$ cat src/rtl/dmaseq_pkg.sv
`timescale 1ns/1ps
package dmaseq_pkg;

    typedef enum logic [1:0] {
        SQ_IDLE  = 2'd0,
        SQ_RUN   = 2'd1,
        SQ_STALL = 2'd2,
        SQ_FETCH = 2'd3
    } sq_state_e;

    // descriptor word slots, ascending address order
    localparam int unsigned DESC_WORDS = 5;
    localparam int unsigned WD_SRC     = 0;
    localparam int unsigned WD_DST     = 1;
    localparam int unsigned WD_NEXT    = 2;
    localparam int unsigned WD_CLO     = 3;
    localparam int unsigned WD_CHI     = 4;

endpackage

$ cat src/rtl/dmaseq_fetch.sv
`timescale 1ns/1ps
module dmaseq_fetch #(
    parameter int unsigned WIDTH  = 32,
    parameter int unsigned NWORDS = 5,
    parameter int unsigned IW     = $clog2(NWORDS)
) (
    input  logic             clk,
    input  logic             rst_n,
    input  logic             go,
    input  logic             abort,
    input  logic [WIDTH-1:0] base,
    input  logic             rd_ready,
    output logic             rd_valid,
    output logic [WIDTH-1:0] rd_addr,
    output logic             take,
    output logic [IW-1:0]    idx,
    output logic             last_take
);
    localparam int unsigned STRIDE = WIDTH / 8;

    typedef struct packed {
        logic             busy;
        logic [IW-1:0]    idx;
        logic [WIDTH-1:0] base;
    } fetch_t;

    fetch_t f_d, f_q;

    always_comb begin
        f_d       = f_q;
        take      = f_q.busy & rd_ready;
        last_take = take && (f_q.idx == IW'(NWORDS - 1));
        if (abort) begin
            f_d.busy = 1'b0;
            f_d.idx  = '0;
        end else if (go) begin
            f_d.busy = 1'b1;
            f_d.idx  = '0;
            f_d.base = base;
        end else if (take) begin
            if (last_take) begin
                f_d.busy = 1'b0;
                f_d.idx  = '0;
            end else begin
                f_d.idx = f_q.idx + 1'b1;
            end
        end
    end

    always_ff @(posedge clk) begin
        if (!rst_n) f_q <= '0;
        else        f_q <= f_d;
    end

    assign rd_valid = f_q.busy;
    assign rd_addr  = f_q.base + WIDTH'(f_q.idx) * WIDTH'(STRIDE);
    assign idx      = f_q.idx;

endmodule

$ cat src/rtl/dmaseq_irq.sv
`timescale 1ns/1ps
module dmaseq_irq (
    input  logic clk,
    input  logic rst_n,
    input  logic set_blk,
    input  logic set_xfer,
    input  logic clr_blk,
    input  logic clr_xfer,
    output logic blk_st,
    output logic xfer_st
);
    typedef struct packed {
        logic blk;
        logic xfer;
    } irq_t;

    irq_t s_d, s_q;

    always_comb begin
        s_d = s_q;
        // hardware set takes priority over a same-cycle clear
        if (set_blk)       s_d.blk = 1'b1;
        else if (clr_blk)  s_d.blk = 1'b0;
        if (set_xfer)      s_d.xfer = 1'b1;
        else if (clr_xfer) s_d.xfer = 1'b0;
    end

    always_ff @(posedge clk) begin
        if (!rst_n) s_q <= '0;
        else        s_q <= s_d;
    end

    assign blk_st  = s_q.blk;
    assign xfer_st = s_q.xfer;

endmodule

$ cat src/rtl/dma_chain_seq.sv
`timescale 1ns/1ps
module dma_chain_seq
    import dmaseq_pkg::*;
#(
    parameter int unsigned WIDTH = 32
) (
    input  logic             clk,
    input  logic             rst_n,
    input  logic             sw_start,
    input  logic [WIDTH-1:0] sw_src,
    input  logic [WIDTH-1:0] sw_dst,
    input  logic [WIDTH-1:0] sw_next,
    input  logic [WIDTH-1:0] sw_ctl_lo,
    input  logic [WIDTH-1:0] sw_ctl_hi,
    input  logic             sw_reload,
    input  logic             sw_int_en,
    input  logic             sw_blk_mask,
    input  logic             sw_clr_blk,
    input  logic             sw_clr_xfer,
    input  logic             sw_disable,
    output logic             mv_active,
    input  logic             mv_done,
    output logic             rd_valid,
    output logic [WIDTH-1:0] rd_addr,
    input  logic             rd_ready,
    input  logic [WIDTH-1:0] rd_data,
    output logic             ch_en,
    output logic             blk_st,
    output logic             xfer_st,
    output logic [WIDTH-1:0] cur_src,
    output logic [WIDTH-1:0] cur_dst,
    output logic [WIDTH-1:0] cur_next,
    output logic [WIDTH-1:0] cur_ctl_lo,
    output logic [WIDTH-1:0] cur_ctl_hi
);
    localparam int unsigned IW = $clog2(DESC_WORDS);

    typedef struct packed {
        sq_state_e        st;
        logic             en;
        logic [WIDTH-1:0] src;
        logic [WIDTH-1:0] src_init;
        logic [WIDTH-1:0] dst;
        logic [WIDTH-1:0] nxt;
        logic [WIDTH-1:0] clo;
        logic [WIDTH-1:0] chi;
    } ctx_t;

    ctx_t c_d, c_q;

    logic          set_blk, set_xfer;
    logic          fetch_go, fetch_abort;
    logic          f_take, f_last;
    logic [IW-1:0] f_idx;
    logic          term_end, has_next, want_stall;

    dmaseq_fetch #(
        .WIDTH (WIDTH),
        .NWORDS(DESC_WORDS),
        .IW    (IW)
    ) u_fetch (
        .clk      (clk),
        .rst_n    (rst_n),
        .go       (fetch_go),
        .abort    (fetch_abort),
        .base     (c_q.nxt),
        .rd_ready (rd_ready),
        .rd_valid (rd_valid),
        .rd_addr  (rd_addr),
        .take     (f_take),
        .idx      (f_idx),
        .last_take(f_last)
    );

    dmaseq_irq u_irq (
        .clk     (clk),
        .rst_n   (rst_n),
        .set_blk (set_blk),
        .set_xfer(set_xfer),
        .clr_blk (sw_clr_blk),
        .clr_xfer(sw_clr_xfer),
        .blk_st  (blk_st),
        .xfer_st (xfer_st)
    );

    always_comb begin
        c_d         = c_q;
        set_blk     = 1'b0;
        set_xfer    = 1'b0;
        fetch_go    = 1'b0;
        fetch_abort = 1'b0;
        has_next    = (c_q.nxt != '0);
        term_end    = !sw_reload && !has_next;
        want_stall  = sw_int_en && sw_blk_mask;

        unique case (c_q.st)
            SQ_IDLE: begin
                if (sw_start) begin
                    c_d.st       = SQ_RUN;
                    c_d.en       = 1'b1;
                    c_d.src      = sw_src;
                    c_d.src_init = sw_src;
                    c_d.dst      = sw_dst;
                    c_d.nxt      = sw_next;
                    c_d.clo      = sw_ctl_lo;
                    c_d.chi      = sw_ctl_hi;
                end
            end
            SQ_RUN: begin
                if (sw_disable) begin
                    c_d.st = SQ_IDLE;
                    c_d.en = 1'b0;
                end else if (mv_done) begin
                    if (term_end) begin
                        set_xfer = 1'b1;
                        c_d.en   = 1'b0;
                        c_d.st   = SQ_IDLE;
                    end else begin
                        if (sw_reload) c_d.src = c_q.src_init;
                        if (want_stall) begin
                            set_blk = 1'b1;
                            c_d.st  = SQ_STALL;
                        end else if (has_next) begin
                            fetch_go = 1'b1;
                            c_d.st   = SQ_FETCH;
                        end else begin
                            c_d.st = SQ_RUN;
                        end
                    end
                end
            end
            SQ_STALL: begin
                if (sw_disable) begin
                    c_d.st = SQ_IDLE;
                    c_d.en = 1'b0;
                end else if (!blk_st) begin
                    if (has_next) begin
                        fetch_go = 1'b1;
                        c_d.st   = SQ_FETCH;
                    end else begin
                        c_d.st = SQ_RUN;
                    end
                end
            end
            SQ_FETCH: begin
                if (sw_disable) begin
                    fetch_abort = 1'b1;
                    c_d.st      = SQ_IDLE;
                    c_d.en      = 1'b0;
                end else if (f_take) begin
                    if (f_idx == IW'(WD_SRC)) begin
                        if (!sw_reload) c_d.src = rd_data;
                    end else if (f_idx == IW'(WD_DST)) begin
                        c_d.dst = rd_data;
                    end else if (f_idx == IW'(WD_NEXT)) begin
                        c_d.nxt = rd_data;
                    end else if (f_idx == IW'(WD_CLO)) begin
                        c_d.clo = rd_data;
                    end else begin
                        c_d.chi = rd_data;
                    end
                    if (f_last) c_d.st = SQ_RUN;
                end
            end
            default: c_d.st = SQ_IDLE;
        endcase
    end

    always_ff @(posedge clk) begin
        if (!rst_n) begin
            c_q    <= '0;
            c_q.st <= SQ_IDLE;
        end else begin
            c_q <= c_d;
        end
    end

    assign mv_active  = (c_q.st == SQ_RUN);
    assign ch_en      = c_q.en;
    assign cur_src    = c_q.src;
    assign cur_dst    = c_q.dst;
    assign cur_next   = c_q.nxt;
    assign cur_ctl_lo = c_q.clo;
    assign cur_ctl_hi = c_q.chi;

endmodule

$ cat config.mk
export PLATFORM = sky130hd
export DESIGN_NAME = dma_chain_seq
export DESIGN_NICKNAME = d
export VERILOG_FILES = /design/src/rtl/dmaseq_pkg.sv /design/src/rtl/dmaseq_fetch.sv /design/src/rtl/dmaseq_irq.sv /design/src/rtl/dma_chain_seq.sv
export SDC_FILE = /design/constraint.sdc
export NUM_CORES = 1
export LEC_CHECK = 0
export BUFFER_PORTS_ARGS = -buffer_cell sky130_fd_sc_hd__buf_2
export CORE_MARGIN = 2
export CORE_UTILIZATION = 35
export DETAILED_ROUTE_END_ITERATION = 10
export HOLD_SLACK_MARGIN = 0.12
export PLACE_DENSITY = 0.63
export REMOVE_ABC_BUFFERS = 1
export SLEW_MARGIN = 10
export SYNTH_ARGS = -nofsm -noshare
export SYNTH_HDL_FRONTEND = slang
export SYNTH_HIERARCHICAL = 1
export SYNTH_SLANG_ARGS = --single-unit
$ cat constraint.sdc
create_clock -name clk -period 3.5 [get_ports clk]
set_clock_uncertainty 0.05 [all_clocks]
set_input_delay 0.35 -clock clk [delete_from_list [all_inputs] [get_ports clk]]
set_output_delay 0.35 -clock clk [all_outputs]
set_load 0.01 [all_outputs]
# After elaboration in Yosys (flattened, before gate mapping)
# Cells that the tools add are included.
# word_totals
output_inout_bits,197
ff_bits,233
inputBits,203
# op_classes
n_mux,59
bitwise,3
eq_ne,28
n_reduce_logical,26
addsub,2
# ops
cell,count
two-way mux 128 bit,3
two-way mux 32 bit,11
case mux 128 bit (2 select lines),1
two-way mux 195 bit,1
two-way mux 96 bit,1
case mux 32 bit (3 select lines),1
two-way mux 64 bit,1
two-way mux 35 bit,1
adder 32 x 5 -> 32 bit,1
nonzero test 32 bit,1
"!= test 2 bit, second input constant",15
two-way mux 1 bit,25
two-way mux 2 bit,8
AND reduction 8 bit,2
case mux 3 bit (4 select lines),1
AND reduction 10 bit,1
nonzero test 2 bit,5
"!= test 3 bit, second input constant",3
two-way mux 4 bit,2
AND reduction 7 bit,1
"equality test 3 x 2 -> 1 bit, second input constant",2
two-way mux 3 bit,2
"!= test 3 x 2 -> 1 bit, second input constant",2
AND reduction 2 bit,3
other kinds (19),24

# Longest topological paths before layout
# Gate-level depths: netlist (run 1).
# depth
ltp_word,9
depth_mapped,10
mapped_depth_nobuf,9

# Modules after synthesis
# The synthesis (run 1) kept the hierarchy.
# modules_own_cells
mod,cells_per_inst,instances,area_per_inst_um2,seq_area_each_um2
dma_chain_seq,1196,1,10035.9,3903.7
dmaseq_fetch,258,1,2068.2,720.7
dmaseq_irq,6,1,82.6,40.0

# Least setup slack after synthesis (run 1)
# Ideal clock, no wire load.
# synth_path
path_type,register to register
start,reg c_q[194] (netlist name)
end,reg u_fetch/f_q[0] (netlist name)
stages_incl_launch_ff,11
arrival_time_ps,2107
n_path_buf,2
path_slack_ps,1267
period_less_slack_ps,2233
path_cell_list,dfxtp_1 -> inv_1 -> ha_1 -> nor2b_1 -> a32o_1 -> and3_1 -> nor2b_1 -> clkbuf_1 -> clkbuf_1 -> nand2_1 -> a21boi_0
# synth_between
elab_cells_between_ends,7
# synth_lines
element,line_no,rtl
"start, declared",dma_chain_seq.sv:49,"ctx_t c_d, c_q;"
equality test 2 x 1 -> 1 bit,n/a,
named net mv_active,dma_chain_seq.sv:21,"output logic mv_active,"
case mux 1 bit (2 select lines),dma_chain_seq.sv:96,unique case (c_q.st)
named net fetch_go,dma_chain_seq.sv:52,"logic fetch_go, fetch_abort;"
AND reduction 2 bit (no source line),n/a,
"end signal, assigned",dmaseq_fetch.sv:51,if (!rst_n) f_q <= '0;
"end signal, assigned",dmaseq_fetch.sv:52,else f_q <= f_d;
"end, declared",dmaseq_fetch.sv:27,"fetch_t f_d, f_q;"
# The timed path passes the listed nets, and every way through them passes these cells.
# A chain may end at the register's enable or synchronous reset.

# Worst setup path in the final report (run 1)
# layout_path
start,"reg u_fetch.f_q, in the netlist u_fetch/idx[0]"
end,out rd_addr[10]
# layout_between
elab_chain_cells,1
# layout_rtl
element,line_no,rtl
adder 32 x 5 -> 32 bit,dmaseq_fetch.sv:56,assign rd_addr = f_q.base + WIDTH'(f_q.idx) * WIDTH'(STRIDE);
"end, declared",dma_chain_seq.sv:24,"output logic [WIDTH-1:0] rd_addr,"
# Every way passes these cells.

==> results of run 1 <==
[sequential cells by signal, summed over array words and instances, names as in the netlist]
register / flops
c_q: 34
ch_en: 1
cur_dst: 32
u_irq/xfer_st: 1
u_irq/blk_st: 1
cur_next: 32
cur_src: 32
u_fetch/rd_valid: 1
u_fetch/f_q: 32
cur_ctl_lo: 32
u_fetch/idx: 3
cur_ctl_hi: 32
[logic make-up after synthesis]
logic type,count (synthesis),share of synthesized area (%)
buf+inv,284,14.3
xor+xnor,29,2.08
fa+ha+maj,10,1.09
simple gates,488,17.7
compound gates,416,26.6
flops,233,38.3
[critical path, cell delays in order, from the launching register on]
cell and delay (ps):
dfxtp_1 390, ha_1 270, fa_1 400, a21oi_1 320, nor2_1 180, and3_1 230
xor2_1 280, buf_2 200
[cells in the mapped netlist (2+ instances only)]
cell / instances
nand3b_1: 3
xor2_1: 10
and3_1: 3
a21boi_1: 30
a21oi_2: 4
o21a_1: 2
o211ai_1: 3
nor2b_1: 5
o41ai_1: 2
and2_1: 35
clkbuf_1: 72
xnor2_1: 19
nand3_1: 11
a21oi_1: 137
nand2_1: 369
a21boi_0: 34
nor4_1: 10
ha_1: 9
nor3_1: 4
nor2_1: 15
inv_1: 10
buf_1: 3
nand2b_1: 3
o211a_1: 160
o21ai_0: 3
nand4_1: 13
nor2b_4: 2
buf_4: 169
buf_2: 28
and4_1: 2
dfxtp_1: 233
o2111ai_1: 32
[area by class of cell]
cell class	instances	area, um^2
Tap cell	455	569
Sequential cell	233	4660
Inverter	11	41.3
Fill cell	3295	18400
Clock buffer	44	862
Timing Repair Buffer	605	4040
Multi-Input combinational cell	943	5830
Clock inverter	8	71.3
[placed cells by master, fill, tap and decap left out, types with 13 or more instances in the layout]
cell type / Yosys / final
a21oi_1: 137 / 137
o211a_1: 160 / 160
a21boi_0: 34 / 34
and2_1: 35 / 34
o2111ai_1: 32 / 32
nand2_1: 369 / 368
a21boi_1: 30 / 30
buf_4: 169 / 22
dfxtp_1: 233 / 233
buf_2: 28 / 398
xnor2_1: 19 / 19
clkbuf_16: 0 / 29
nor2_1: 15 / 15
dlygate4sd3_1: 0 / 181
nand4_1: 13 / 13
[per-stage QoR]
stage                     utilization [%]  std cells  cell area [um^2]
after floorplan                         -       1187             10500
after global placement               38.7       2066             13300
after detailed placement             38.7       2066             13300
after CTS                            46.7       2299             16100
after global routing                 46.7       2299             16100
final                                46.7       2299             16100
[report_power, final]
| part | internal, W | switching (W) | total [W] |
|---|---|---|---|
| registers | 0.00348 | 0.000516 | 0.00400 |
| clock network | 0.00176 | 0.00117 | 0.00293 |
| logic | 0.00184 | 0.00275 | 0.00459 |
| total | 0.00708 | 0.00444 | 0.0115 |
[worst min path at each step]
stage          cells after the start         from  slack, ps      endpoint
2_1_floorplan                      2     c_q[129]        390      c_q[129]
3_3_place_gp                       2     c_q[141]        390      c_q[141]
3_5_place_dp                       2     c_q[154]        400      c_q[154]
4_1_cts                            4   sw_disable        120      c_q[194]
5_1_grt                            4   rd_data[3]        150    cur_src[3]
6_report                           4  sw_next[14]        140  cur_next[14]
[per-layer routing]
metal | GRT usage [%] | vias to the layer above | routed length [um]
met1 | 26.7 | 5531 | 17400
met4 | 12.2 | 0 | 2350
met5 | 0 | - | 0
met2 | 37.0 | 484 | 19400
li1 | - | 5633 | -
met3 | 4.77 | 124 | 2710
==> out/results.tsv, run 1 <==
metric	value	unit
rr_worst_depth	8	
cts-buffers-inserted	28	
hold_class	in2reg	
placementRows	68	
overflow	0	
slew-limit-headroom	42.3	%
postCtsSetupRepairBufs	0	
setup_ws	273	ps
rsz0062_at_grt	false	
drive_gt1_share	26.7	%
setup_violations	0	
critPathCaptureType	output pin	
syn_area	0.0122	mm^2
area_delta_synth_final	32.0	%
holdWs	136	ps
synth.area.top_cells	dfxtp_1, o211a_1, nand2_1, buf_4, a21oi_1	
required	3100	ps
tritoncts	built	
r2r-end	u_fetch/f_q[25]	
clock.fmax	310	MHz
portBuffers	399	
ys_ff_latch	233	
crit_fanout	8	
finalNetCount	2035	
p_total	0.0115	W
track_usage	22.3	%
grt_start_max_net_pins	161	
maxSlewViolCount	0	
crit_type	reg2out	
synth_area_leader_cell	dfxtp_1	
vias_per_cell	5.12	
synth_top_area_share	38.3	%
syn_inst	1460	
antenna_found_initial	0	
ctsHoldBuffers	181	
cts_resized	0	
die_area	0.0363	mm^2
arrival	2830	ps
drt_iter0_markers	543	
core_area	0.0345	mm^2
outcome	finished clean	
post-place-ws	463	ps
finalCritPeriodShare	92.2	%
p_leak	8.50	nW
r2r_start	cur_next[0]	
ff2ff_setup_slack	430	ps
clock_path_buffers	3	
critPathLaunchType	flop	
routed-via-count	11800	
postRouteAntennaNets	0	
ys_seq_area_share	38.3	%
ys_warn_count	6	
htree_levels	1	
globalplace.congestion	0.875	
final.setup.tns	0	ps
ios	400	
grt_pass1_vias	11800	
ys_types	57	
wl_per_cell	18.2	um
ir_drop	0.431	mV
period_minus_slack	3230	ps
dp_hpwl	27900	um
startpoint	u_fetch/idx[0]	
drc_errors	0	
hold_viol	0	
synth_top_flop_cell	dfxtp_1	
cap_viol_max_count	0	
crit_end	rd_addr[10]	
start_util	35.4	%
avgSynthCellArea	8.35	um^2
synth_edf_count	0	
cts_root_buf	clkbuf_16	
grt_pass1_wl	63600	um
cts.sinks	233	
dieWidth	191	um
synthArstFlopShare	0	%
drtPass1Iterations	5	
worst_slew_pin_slew	862	ps
p_per_area	716	mW/mm^2
path_clk_slew	60	ps
wl	41800	um
clk_latency	550	ps
fp.dieH	191	um
diodes	0	
Note: power is estimated with default switching activity, not from simulation.
==> run 2, diff against run 1 <==
--- a/config.mk
+++ b/config.mk
@@ -6,11 +6,11 @@
 export NUM_CORES = 1
 export LEC_CHECK = 0
 export BUFFER_PORTS_ARGS = -buffer_cell sky130_fd_sc_hd__buf_2
-export CORE_MARGIN = 2
-export CORE_UTILIZATION = 35
+export CORE_AREA = 2 2 157 159
 export DETAILED_ROUTE_END_ITERATION = 10
+export DIE_AREA = 0 0 159 161
 export HOLD_SLACK_MARGIN = 0.12
-export PLACE_DENSITY = 0.63
+export PLACE_DENSITY = 0.84
 export REMOVE_ABC_BUFFERS = 1
 export SLEW_MARGIN = 10
 export SYNTH_ARGS = -nofsm -noshare
==> run 2 against run 1 <==
Compared with the run above:
- via count increased by 0.50%
- register-to-register slack improved by 270 ps
- first-iteration DRC count increased by 91%
- count of clock-buffer cells in the layout decreased by 5
- clock power decreased by 7.2%
- critical path depth unchanged
- sequential power increased by 1%
- worst hold slack got worse by 7.3 ps
- wire length decreased by 6.0%
- critical path type unchanged
- largest cell class unchanged
==> out/results.tsv, run 2 (same netlist as run 1, synthesis figures left out) <==
metric	value	unit	change
area_delta_synth_final	23.2	%	
post-place-ws	834	ps	+371 ps
dieWidth	159	um	-17%
start_util	50.9	%	+15 points
r2r_start	cur_next[0]		
crit_end	rd_addr[20]		
globalplace.congestion	0.909		+3.9%
track_usage	29.2	%	+6.9 points
drive_gt1_share	27.5	%	+0.78 points
grt_pass1_vias	11700		-1.0%
ir_drop	0.505	mV	+17%
clock.fmax	326	MHz	+5.2%
period_minus_slack	3070	ps	-159 ps
cts.sinks	233		unchanged
postRouteAntennaNets	0		unchanged
cap_viol_max_count	0		unchanged
drc_errors	0		unchanged
clk_latency	530	ps	-20 ps
hold_viol	0		unchanged
holdWs	128	ps	-7.29 ps
drt_iter0_markers	1038		+91%
ios	400		unchanged
wl	39300	um	-6.0%
clock_path_buffers	3		unchanged
postCtsSetupRepairBufs	0		unchanged
wl_per_cell	18.9	um	+4.0%
placementRows	57		-16%
routed-via-count	11800		+0.50%
rr_worst_depth	8		unchanged
finalNetCount	1949		-4.2%
dp_hpwl	25700	um	-8.0%
finalCritPeriodShare	87.6	%	-4.5 points
arrival	2670	ps	-160 ps
antenna_found_initial	0		unchanged
p_leak	8.09	nW	-4.8%
final.setup.tns	0	ps	unchanged
critPathLaunchType	flop		
diodes	0		unchanged
rsz0062_at_grt	false		
r2r-end	u_fetch/f_q[4]		
required	3100	ps	about the same
grt_start_max_net_pins	124		-23%
fp.dieH	161	um	-16%
crit_type	reg2out		
cts-buffers-inserted	26		-7.1%
fillers	2024		-39%
setup_violations	0		unchanged
vias_per_cell	5.69		+11%
final_common_cell	buf_2		
htree_levels	1		unchanged
crit_fanout	8		unchanged
overflow	0		unchanged
startpoint	u_fetch/idx[0]		
outcome	finished clean		
hold_class	in2reg		
setup_ws	433	ps	+159 ps
p_per_area	744	mW/mm^2	+3.9%
ff2ff_setup_slack	700	ps	+270 ps
worst_slew_pin_slew	828	ps	-34.0 ps
critPathCaptureType	output pin		
largest-register	c_q		
fin_area	0.0150	mm^2	-6.6%
core_area	0.0240	mm^2	-30%
path_clk_slew	60	ps	about the same
slew-limit-headroom	44.8	%	+2.5 points
place_area	0.0131	mm^2	-1.5%
cts_root_buf	clkbuf_16		
drtPass1Iterations	6		+1
maxSlewViolCount	0		unchanged
tritoncts	built		
grt_pass1_wl	60700	um	-4.5%
cts_resized	0		unchanged
final_core_util	62.6	%	+16 points
die_area	0.0256	mm^2	-30%
largest_reg_flops	34		unchanged
portBuffers	399		unchanged
layout_common_cells	buf_2, nand2_1, dfxtp_1		
-- run 2: cell count changes in the layout (fill, tap and decap cells not counted) --
cell / before / now
clkinv_2: 5 / 7
clkinvlp_4: 1 / 0
inv_6: 1 / 0
clkbuf_8: 8 / 6
and4bb_4: 1 / 0
clkbuf_16: 29 / 27
clkbuf_1: 7 / 6
buf_12: 3 / 4
dlygate4sd3_1: 181 / 103
buf_4: 22 / 15
and4bb_2: 0 / 1
-- run 2: timing repair --
| action | CTS | global route |
|---|---|---|
| hold buffers | 103 | 0 |
| hold endpoints to repair | 103 | 0 |
| setup endpoints to repair | 0 | 0 |
-- run 2: how the worst min path moves through the flow --
stage	startpoint	to	slack [ps]	depth (start not counted)
floorplan	c_q[129]	c_q[129]	390	2
global placement	c_q[141]	c_q[141]	390	2
detailed placement	c_q[145]	c_q[145]	400	2
CTS	sw_ctl_hi[2]	cur_ctl_hi[2]	120	4
global route	sw_ctl_lo[23]	cur_ctl_lo[23]	130	4
finish	sw_ctl_lo[23]	cur_ctl_lo[23]	130	4
-- run 2: critical path, stage by stage, from the launching register on --
cell	delay (ps)
dfxtp_1	480
ha_1	250
fa_1	210
a21oi_1	120
nor2_1	430
nand4_1	180
xnor2_1	270
buf_2	190
-- run 2: layout make-up --
type | count | area, um^2 | area share, %
flip-flops and latches | 233 | 4660 | 31.1
inverters | 11 | 41.3 | 0.275
multi-input cells | 943 | 5830 | 38.8
clock inverters | 8 | 65.1 | 0.433
clock buffers | 39 | 781 | 5.20
well taps | 324 | 405 | 2.70
repair buffers | 521 | 3230 | 21.5
-- run 2: power breakdown --
group | total [W] | internal [W] | switching [W]
registers | 0.00405 | 0.00348 | 0.000566
clock network | 0.00272 | 0.00161 | 0.00111
logic | 0.00441 | 0.00172 | 0.00269
total | 0.0112 | 0.00681 | 0.00436
-- run 2: layer usage --
metal / vias up / GRT usage (%) / part of all wire (%)
met3: 127 / 5.91 / 8.8
met1: 5566 / 35.4 / 39
li1: 5449 / - / -
met2: 689 / 49.7 / 48
met4: 0 / 14.1 / 4.7
met5: - / 0 / 0
-- run 2: per-stage QoR --
stage                     std cells  total power [W]
after floorplan                1187          0.00640
after global placement         1929          0.00815
after detailed placement       1929          0.00831
after CTS                      2079           0.0111
after global routing           2079           0.0118
final                          2079           0.0112
==> run 3, diff against run 2 <==
==> constraint.sdc (replaced) <==
create_clock -name clk -period 3.73 [get_ports clk]
set_clock_uncertainty 0.05 [all_clocks]
set_input_delay 0.373 -clock clk [delete_from_list [all_inputs] [get_ports clk]]
set_output_delay 0.373 -clock clk [all_outputs]
set_load 0.01 [all_outputs]
==> run 3 against run 2 <==
Compared with the run above:
- highest routed layer unchanged
- critical endpoint unchanged
- cell area decreased by 2.4%
- combinational power decreased by 7.7%
- setup slack got worse by 7.3 ps
- sequential power decreased by 6.4%
- core utilization decreased by 1.5 points
==> out/results.tsv, run 3 (same netlist as run 1, synthesis figures left out) <==
metric	value	unit	change
worstHoldEndpoint	cur_dst[16]		
r2r-end	u_fetch/f_q[3]		
crit_fanout	8		unchanged
finalNetCount	1907		-2.2%
hold_start	sw_dst[16]		
postCtsSetupRepairBufs	0		unchanged
grt_pass1_wl	57600	um	-5.1%
rsz0062_at_grt	false		
r2r_start	cur_next[0]		
diodes	0		unchanged
clock_path_buffers	3		unchanged
clock.fmax	303	MHz	
track_usage	27.4	%	-1.8 points
p_total	0.0105	W	-5.7%
fillers	2080		+2.8%
hold_depth	4		unchanged
worst_slew_pin_slew	842	ps	+13.5 ps
power_frac_seq	36.0	%	-0.2 points
tritoncts	built		
grt_start_max_net_pins	161		+30%
clk_latency	540	ps	about the same
overflow	0		unchanged
fin_area	0.0146	mm^2	-2.4%
die_area	0.0256	mm^2	unchanged
p_leak	7.95	nW	-1.9%
setup_violations	0		unchanged
start_util	50.9	%	unchanged
layout_common_cells	buf_2, nand2_1, dfxtp_1		
cts_root_buf	clkbuf_16		
area_delta_synth_final	20.2	%	
post-place-ws	949	ps	+115 ps
wl_per_cell	18.0	um	-4.6%
globalplace.congestion	0.868		-4.5%
fp.dieH	161	um	unchanged
hold_class	in2reg		
hold_viol	0		unchanged
place_area	0.0131	mm^2	about the same
p_per_area	720	mW/mm^2	-3.3%
dieWidth	159	um	unchanged
final_cells	2037		-2.0%
vias_per_cell	5.59		-1.7%
cts-buffers-inserted	26		unchanged
postRouteAntennaNets	0		unchanged
antenna_found_initial	0		unchanged
cap_viol_max_count	0		unchanged
ios	400		unchanged
p_comb_share	38.6	%	-0.8 points
critPathLaunchType	flop		
switching_share	38.2	%	-0.90 points
p_int	0.00652	W	-4.3%
p_sw	0.00402	W	-7.9%
final_core_util	61.1	%	-1.5 points
wl	36800	um	-6.5%
outcome	finished clean		
drc_errors	0		unchanged
cts_resized	0		unchanged
critPathCaptureType	output pin		
slowest_delay	500	ps	+20 ps
cp_slowest_cell	dfxtp_1		
arrival	2880	ps	+210 ps
path_clk_slew	60	ps	about the same
rr_worst_depth	8		unchanged
placementRows	57		unchanged
crit_type	reg2out		
dp_hpwl	25200	um	-2.0%
portBuffers	399		unchanged
finalCritPeriodShare	88.6	%	
placed_cells	1930		+0.052%
cp_top_family	simple AND/OR/NAND/NOR gates		
required	3310	ps	+210 ps
drtPass1Iterations	5		-1
period_minus_slack	3300	ps	
routed-via-count	11400		-3.7%
core_area	0.0240	mm^2	unchanged
cts.sinks	233		unchanged
grt_pass1_vias	11200		-3.6%
setup_ws	425	ps	-7.30 ps
drive_gt1_share	28.3	%	+0.85 points
ff2ff_setup_slack	970	ps	+270 ps
power_frac_clock	25.4	%	+1.1 points
crit_path_cell_trace	ha_1 -> fa_1 -> a21oi_1 -> nor2_1 -> nand4_1 -> xnor2_1 -> buf_2		
final_common_cell	buf_2		
drt_iter0_markers	751		-28%
largest-register	c_q		
ir_drop	0.550	mV	+9.0%
slew-limit-headroom	43.7	%	-1.1 points
crit_buf_inv	1		unchanged
htree_levels	1		unchanged
largest_reg_flops	34		unchanged
maxSlewViolCount	0		unchanged
[run 3: worst max-delay path by stage]
stage / cells past startpoint / startpoint / to
2_1_floorplan: 5 / c_q[193] / cur_src[0]
6_report: 7 / u_fetch/idx[0] / rd_addr[20]
3_3_place_gp: 6 / cur_next[0] / u_fetch/idx[0]
4_1_cts: 7 / u_fetch/idx[0] / rd_addr[20]
5_1_grt: 7 / u_fetch/idx[0] / rd_addr[20]
3_5_place_dp: 8 / cur_next[0] / u_fetch/f_q[0]
[run 3: per-layer routing]
layer,GRT usage [%],up-vias,share of wire (%)
met3,5.29,110,7.5
met2,47.9,515,48
met4,10.6,0,3.7
met5,0,-,0
met1,33.4,5410,41
li1,-,5362,-
[run 3: power groups by stage]
stage	logic [W]	clock network [W]	registers (W)
5_1_grt	0.00441	0.00283	0.00388
3_5_place_dp	0.00399	0	0.00383
2_1_floorplan	0.00194	0	0.00406
4_1_cts	0.00406	0.00273	0.00379
6_report	0.00407	0.00268	0.00379
3_3_place_gp	0.00387	0	0.00380
[run 3: final cells by class]
type / count / area (um^2) / area share, %
repair buffers: 479 / 2800 / 19.1
well taps: 324 / 405 / 2.77
flip-flops and latches: 233 / 4660 / 31.8
inverters: 11 / 41.3 / 0.282
clock buffers: 37 / 762 / 5.20
clock inverters: 10 / 140 / 0.957
multi-input cells: 943 / 5830 / 39.8
[run 3: timing repair]
item | CTS | global route
endpoints found under the setup margin | 0 | 0
hold endpoints to repair | 60 | 0
hold buffers | 60 | 0
[run 3: stage by stage]
stage	hold slack, ps	TNS (ps)
finish	136	0
global route	125	0
CTS	121	0
detailed placement	395	0
global placement	390	0
floorplan	385	-526120
[run 3: tightest hold or removal path: stages]
cell and delay [ps]:
buf_2 70, a21oi_1 50, nand2_1 60, o211a_1 130
